--- src/rtl/tdm_sel_pkg.sv ---
package tdm_sel_pkg;
    typedef enum logic {
        POS_OFF,
        POS_RUN
    } pos_state_e;

    typedef enum logic [1:0] {
        IRQ_IDLE,
        IRQ_HI1,
        IRQ_HI2
    } irq_state_e;

    localparam logic [1:0] IRQ_MODE_BOUNDARY = 2'b01;
endpackage

--- src/rtl/tdm_pos_ctr.sv ---
module tdm_pos_ctr
    import tdm_sel_pkg::*;
#(
    parameter int ELEMS = 16,
    parameter int SUBS  = 8,
    localparam int EW   = $clog2(ELEMS),
    localparam int SW   = $clog2(SUBS)
) (
    input  logic          clk,
    input  logic          rst_n,
    input  logic          mc_en,
    input  logic          fsync,
    input  logic          elem_done,
    output logic          run,
    output logic [EW-1:0] elem_idx,
    output logic [SW-1:0] sub_idx,
    output logic          crossing
);
    localparam logic [EW-1:0] LAST_E = EW'(ELEMS - 1);
    localparam logic [SW-1:0] LAST_S = SW'(SUBS - 1);

    pos_state_e state, state_nxt;

    always_ff @(posedge clk or negedge rst_n) begin
        if (!rst_n) state <= POS_OFF;
        else        state <= state_nxt;
    end

    always_comb begin
        state_nxt = state;
        unique case (state)
            POS_OFF: if (mc_en)  state_nxt = POS_RUN;
            POS_RUN: if (!mc_en) state_nxt = POS_OFF;
            default: state_nxt = POS_OFF;
        endcase
    end

    always_comb begin
        run      = (state == POS_RUN);
        crossing = run && mc_en && elem_done && !fsync && (elem_idx == LAST_E);
    end

    always_ff @(posedge clk or negedge rst_n) begin
        if (!rst_n) begin
            elem_idx <= '0;
            sub_idx  <= '0;
        end else if (!mc_en || fsync || !run) begin
            elem_idx <= '0;
            sub_idx  <= '0;
        end else if (elem_done) begin
            if (elem_idx == LAST_E) begin
                elem_idx <= '0;
                sub_idx  <= (sub_idx == LAST_S) ? '0 : sub_idx + 1'b1;
            end else begin
                elem_idx <= elem_idx + 1'b1;
            end
        end
    end

    AST_FSYNC_ZERO: assert property (@(posedge clk) disable iff (!rst_n)
        fsync |=> (elem_idx == '0 && sub_idx == '0));

    AST_SUB_WRAP: assert property (@(posedge clk) disable iff (!rst_n)
        crossing |=> (elem_idx == '0 &&
                      sub_idx == (($past(sub_idx) == LAST_S) ? '0 : $past(sub_idx) + 1'b1)));

    AST_OFF_ZERO: assert property (@(posedge clk) disable iff (!rst_n)
        !mc_en |=> (sub_idx == '0 && !run));
endmodule

--- src/rtl/tdm_part_bank.sv ---
module tdm_part_bank #(
    parameter int ELEMS = 16,
    parameter int SW    = 3
) (
    input  logic             clk,
    input  logic             rst_n,
    input  logic             wr,
    input  logic [SW-1:0]    ptr_in,
    input  logic [ELEMS-1:0] mask_in,
    input  logic             reload,
    output logic [SW-1:0]    act_ptr,
    output logic [ELEMS-1:0] act_mask
);
    logic [SW-1:0]    pend_ptr;
    logic [ELEMS-1:0] pend_mask;

    always_ff @(posedge clk or negedge rst_n) begin
        if (!rst_n) begin
            pend_ptr  <= '0;
            pend_mask <= '0;
        end else if (wr) begin
            pend_ptr  <= ptr_in;
            pend_mask <= mask_in;
        end
    end

    always_ff @(posedge clk or negedge rst_n) begin
        if (!rst_n) begin
            act_ptr  <= '0;
            act_mask <= '0;
        end else if (reload) begin
            act_ptr  <= wr ? ptr_in  : pend_ptr;
            act_mask <= wr ? mask_in : pend_mask;
        end
    end

    AST_ACTIVE_HELD: assert property (@(posedge clk) disable iff (!rst_n)
        !reload |=> ($stable(act_ptr) && $stable(act_mask)));
endmodule

--- src/rtl/tdm_irq_gen.sv ---
module tdm_irq_gen
    import tdm_sel_pkg::*;
(
    input  logic       clk,
    input  logic       rst_n,
    input  logic       mc_en,
    input  logic [1:0] int_mode,
    input  logic       crossing,
    output logic       irq
);
    irq_state_e state, state_nxt;
    logic       fire;

    always_comb fire = crossing && (int_mode == IRQ_MODE_BOUNDARY);

    always_ff @(posedge clk or negedge rst_n) begin
        if (!rst_n) state <= IRQ_IDLE;
        else        state <= state_nxt;
    end

    always_comb begin
        state_nxt = IRQ_IDLE;
        unique case (state)
            IRQ_IDLE: state_nxt = fire ? IRQ_HI1 : IRQ_IDLE;
            IRQ_HI1:  state_nxt = fire ? IRQ_HI1 : IRQ_HI2;
            IRQ_HI2:  state_nxt = fire ? IRQ_HI1 : IRQ_IDLE;
            default:  state_nxt = IRQ_IDLE;
        endcase
        if (!mc_en) state_nxt = IRQ_IDLE;
    end

    always_comb irq = (state != IRQ_IDLE);

    AST_PULSE_SECOND: assert property (@(posedge clk) disable iff (!rst_n)
        ($rose(irq) && mc_en) |=> irq);

    AST_PULSE_ENDS: assert property (@(posedge clk) disable iff (!rst_n)
        (state == IRQ_HI2 && !fire) |=> !irq);

    AST_PULSE_MODE: assert property (@(posedge clk) disable iff (!rst_n)
        $rose(irq) |-> ($past(int_mode) == IRQ_MODE_BOUNDARY));
endmodule

--- src/rtl/tdm_chan_sel.sv ---
module tdm_chan_sel
    import tdm_sel_pkg::*;
#(
    parameter int ELEMS = 16,
    parameter int SUBS  = 8,
    localparam int EW   = $clog2(ELEMS),
    localparam int SW   = $clog2(SUBS)
) (
    input  logic             clk,
    input  logic             rst_n,
    input  logic             mc_en,
    input  logic [1:0]       int_mode,
    input  logic             fsync,
    input  logic             elem_done,
    input  logic             a_wr,
    input  logic [SW-1:0]    a_ptr,
    input  logic [ELEMS-1:0] a_mask,
    input  logic             b_wr,
    input  logic [SW-1:0]    b_ptr,
    input  logic [ELEMS-1:0] b_mask,
    output logic             chan_en,
    output logic [SW-1:0]    sub_idx,
    output logic             part_b,
    output logic             bnd_irq
);
    logic             run;
    logic             crossing;
    logic             reload;
    logic [EW-1:0]    elem_idx;
    logic [SW-1:0]    act_ptr   [2];
    logic [ELEMS-1:0] act_mask  [2];
    logic             wr_v      [2];
    logic [SW-1:0]    ptr_v     [2];
    logic [ELEMS-1:0] mask_v    [2];

    tdm_pos_ctr #(.ELEMS(ELEMS), .SUBS(SUBS)) u_pos (
        .clk       (clk),
        .rst_n     (rst_n),
        .mc_en     (mc_en),
        .fsync     (fsync),
        .elem_done (elem_done),
        .run       (run),
        .elem_idx  (elem_idx),
        .sub_idx   (sub_idx),
        .crossing  (crossing)
    );

    always_comb begin
        reload    = !run || fsync || crossing;
        wr_v[0]   = a_wr;
        ptr_v[0]  = a_ptr;
        mask_v[0] = a_mask;
        wr_v[1]   = b_wr;
        ptr_v[1]  = b_ptr;
        mask_v[1] = b_mask;
    end

    for (genvar p = 0; p < 2; p++) begin : g_part
        tdm_part_bank #(.ELEMS(ELEMS), .SW(SW)) u_bank (
            .clk      (clk),
            .rst_n    (rst_n),
            .wr       (wr_v[p]),
            .ptr_in   (ptr_v[p]),
            .mask_in  (mask_v[p]),
            .reload   (reload),
            .act_ptr  (act_ptr[p]),
            .act_mask (act_mask[p])
        );
    end

    tdm_irq_gen u_irq (
        .clk      (clk),
        .rst_n    (rst_n),
        .mc_en    (mc_en),
        .int_mode (int_mode),
        .crossing (crossing),
        .irq      (bnd_irq)
    );

    always_comb begin
        part_b  = sub_idx[0];
        chan_en = run && (act_ptr[part_b] == sub_idx) && act_mask[part_b][elem_idx];
    end

    AST_OFF_QUIET: assert property (@(posedge clk) disable iff (!rst_n)
        !mc_en |=> (!chan_en && !bnd_irq));

    AST_SEL_RUNNING: assert property (@(posedge clk) disable iff (!rst_n)
        chan_en |-> $past(mc_en));
endmodule

--- config.mk ---
export PLATFORM = sky130hd
export DESIGN_NAME = tdm_chan_sel
export DESIGN_NICKNAME = d
export VERILOG_FILES = /design/src/rtl/tdm_sel_pkg.sv /design/src/rtl/tdm_pos_ctr.sv /design/src/rtl/tdm_part_bank.sv /design/src/rtl/tdm_irq_gen.sv /design/src/rtl/tdm_chan_sel.sv
export SDC_FILE = /design/constraint.sdc
export NUM_CORES = 1
export LEC_CHECK = 0
export BUFFER_PORTS_ARGS = -buffer_cell sky130_fd_sc_hd__buf_4
export CORE_UTILIZATION = 50
export CTS_CLUSTER_SIZE = 24
export DETAILED_ROUTE_END_ITERATION = 8
export PLACE_DENSITY = 0.71
export RECOVER_POWER = 100
export SLEW_MARGIN = 10
export SYNTH_ARGS = -nofsm -noshare
export SYNTH_HDL_FRONTEND = slang
export SYNTH_SLANG_ARGS = --single-unit
--- constraint.sdc ---
create_clock -name clk -period 2.45 [get_ports clk]
set_clock_uncertainty 0.1 [all_clocks]
set_input_delay 0.735 -clock clk [delete_from_list [all_inputs] [get_ports clk]]
set_output_delay 0.735 -clock clk [all_outputs]
set_load 0.05 [all_outputs]
==> flow_summary.json <==
{
  "postRouteAntennaNets": 0,
  "leakage_nw": 1.93,
  "swShare": 0.233,
  "clock_path_buffers": 2,
  "port_buffers": 52,
  "r2r-start": "u_pos.elem_idx[1]",
  "cp.depth": 5,
  "hpwl_mm": 4.54,
  "grt_pass1_wl_mm": 10.9,
  "hp-start": "u_irq.state[1]",
  "clkSinkCount": 86,
  "cts.clk_slew.worst_paths_ns": 0.08,
  "synth_area_um2": 3660,
  "worst_pin_slew_ns": 1.20,
  "cp.arrival_ns": 2.09,
  "path_delay_family": "flip-flops",
  "initial_core_util": 0.526,
  "crit_buf_inv": 1,
  "vias": 2057,
  "max-vdd-ir-drop_v": 0.000410,
  "grt_busiest_layer": "met2",
  "grt_util_met3": 0.0512,
  "path_cells": "mux4_1, mux2i_1, a2111oi_1, and4b_4, buf_8",
  "final_net_count": 350,
  "intPower_mw": 2.23,
  "finalCriticalPeriod_ns": 2.92,
  "die_area_um2": 7660,
  "end_kind": "output pin",
  "post-place-ws_ns": -0.217,
  "violations": "setup timing",
  "critical_path_required_ns": 1.62,
  "synth_warnings": 0,
  "regArea_um2": 2150,
  "seqPwrFrac": 0.560,
  "wl_per_cell_um": 15.9,
  "clock_latency_ns": 0.35,
  "switching_power_mw": 0.676,
  "slew_viol_final": 0,
  "slew_headroom": 0.197,
  "cts_max_level": 3,
  "clockRootBuffer": "clkbuf_8",
  "critPathKind": "register to output pin",
  "grt_max_degree": 36,
  "start_kind": "register",
  "core_um2": 6940,
  "finalWeightedCongestion": 0.758,
  "fin_area_um2": 4390,
  "rows": 30,
  "cts_made_buffers": 9,
  "finalWirelength_mm": 6.38,
  "fmax_ghz": 0.342,
  "fin_total_pwr_mw": 2.90,
  "hp-class": "register to register",
  "ys_ff_latch": 86,
  "status": "finished, violations left",
  "drcViolationCount": 0,
  "fin_ws_ns": -0.471,
  "layout_commonest_cell": "dfrtp_1",
  "synth.distinct_cells": 33,
  "reg2reg_depth": 6,
  "mostFrequentLayoutCells": "85 x dfrtp_1, 51 x buf_4, 50 x mux2_2, 26 x mux2_1, 12 x clkbuf_8",
  "grt.met2_usage": 0.296,
  "first_global_vias": 2186,
  "slowest_delay_ns": 0.47,
  "p_per_area_nw_per_um2": 661,
  "crit_start": "u_pos.sub_idx[0]",
  "vias_per_cell": 5.13,
  "cts_hold_buf": 0,
  "synth_nets": 285,
  "p_clk_frac": 0.318,
  "grtUsageTotal": 0.192,
  "die_x_um": 87.5,
  "fin_crit_sh": 1.19,
  "critPathSlowestCell": "dfrtp_2",
  "cts_tree": "built",
  "placed_area_um2": 4230,
  "rsz0062_at_grt": "true",
  "n_antenna_cell": 0,
  "combPwrFrac": 0.123,
  "syn-mean-instance-area_um2": 15.6,
  "die_h_um": 87.5,
  "setup_viol": 1,
  "n_fill_cell": 540,
  "hold_depth": 1,
  "ys_seq_area_frac": 0.589,
  "synthToLayoutAreaGrowth_pct": 20.1,
  "cap_violations": 0,
  "antenna_found_initial": 0,
  "crit_fanout": 6,
  "final_util": 0.632,
  "ios": 53,
  "syn_inst": 235,
  "hold_viol": 0,
  "grt_use_met1": 0.267,
  "drive_gt1_frac": 0.443,
  "drt-initial-drc-count": 98,
  "multi_input_area_um2": 1420,
  "grt_overflow": 0,
  "first_pass_iters": 4
}
==> layer usage <==
metal	wire (um)	share of wire	up-vias
met3	200	0.031	8
met1	3140	0.49	1042
li1	-	-	974
met4	79	0.012	0
met5	0	0	-
met2	2960	0.46	33
==> power groups by stage <==
stage,Combinational [mW],Clock (mW),Sequential [mW]
final,0.356,0.922,1.62
after global routing,0.392,1.01,1.64
after CTS,0.379,0.943,1.63
after detailed placement,0.373,0,1.66
after global placement,0.362,0,1.65
after floorplan,0.236,0,1.63
==> final timing paths <==
kind                                                       end  slack, ns
worst max-delay path                                   chan_en      -0.47
worst min-delay path                            u_irq.state[1]       0.35
worst max register to register   g_part[1].u_bank.act_mask[13]       0.35
worst min register to register                  u_irq.state[1]       0.35
max in group asynchronous         g_part[1].u_bank.act_mask[8]       0.68
min in group asynchronous       g_part[0].u_bank.pend_mask[12]       0.39
==> state kept, by name (all words and copies together), names as in the netlist <==
signal and cells:
g_part.u_bank.pend_ptr 6, u_pos.sub_idx 3, g_part.u_bank.act_ptr 6, g_part.u_bank.pend_mask 32
g_part.u_bank.act_mask 32, u_pos.run 1, u_irq.state 2, u_pos.elem_idx 4
==> cell families after synthesis <==
group	after synthesis	share of synthesized area
xor+xnor	3	0.00719
fa+ha+maj	3	0.0103
buf+inv	16	0.0274
flops	86	0.589
compound gates	11	0.0205
simple gates	24	0.0376
mux	92	0.308
==> area by class of cell <==
type                       count  area share
clock buffer                  13      0.0385
clock inverter                 3     0.00399
inverter                       2     0.00171
multi-input combinational    133       0.324
sequential                    86       0.490
tap                           96      0.0274
timing repair buffer          68       0.114
==> metrics by stage <==
stage / hold WS [ns] / std cells / TNS, ns
floorplan: 0.316 / 235 / -0.257
global placement: 0.329 / 385 / -0.180
detailed placement: 0.340 / 385 / -0.217
CTS: 0.232 / 401 / -0.502
global route: 0.376 / 401 / -0.582
finish: 0.346 / 401 / -0.471
==> Yosys cell counts <==
cell type / number / share of area
a21oi_1: 4 / 0.0055
inv_1: 2 / 0.0021
xnor2_1: 2 / 0.0048
xor2_1: 1 / 0.0024
buf_6: 2 / 0.0062
nor2b_1: 2 / 0.0034
a2111oi_2: 1 / 0.0041
o21ai_0: 2 / 0.0027
mux4_2: 5 / 0.031
a2111oi_0: 1 / 0.0024
nor3_1: 2 / 0.0027
o21ai_1: 1 / 0.0014
nand3b_1: 1 / 0.0021
nand3_1: 1 / 0.0014
nor2b_4: 1 / 0.0038
nand4_2: 1 / 0.0034
nand4_1: 1 / 0.0017
or2_2: 1 / 0.0017
ha_1: 3 / 0.010
a311oi_1: 1 / 0.0024
clkbuf_1: 2 / 0.0021
nand2_1: 4 / 0.0041
nor2_1: 7 / 0.0072
nor4_1: 1 / 0.0017
mux2_2: 76 / 0.23
mux2i_1: 8 / 0.022
buf_4: 5 / 0.010
dfrtp_1: 86 / 0.59
and4b_1: 1 / 0.0027
buf_2: 5 / 0.0068
mux4_1: 3 / 0.022
a21boi_0: 1 / 0.0021
and2_1: 1 / 0.0017
==> repair_timing <==
action | CTS | global route
buffers inserted | 0 | 0
setup endpoints to repair | 1 | 1
resized for setup | 4 | 1
pin swaps | 3 | 3
No activity file was read; power rests on OpenSTA's default activity.
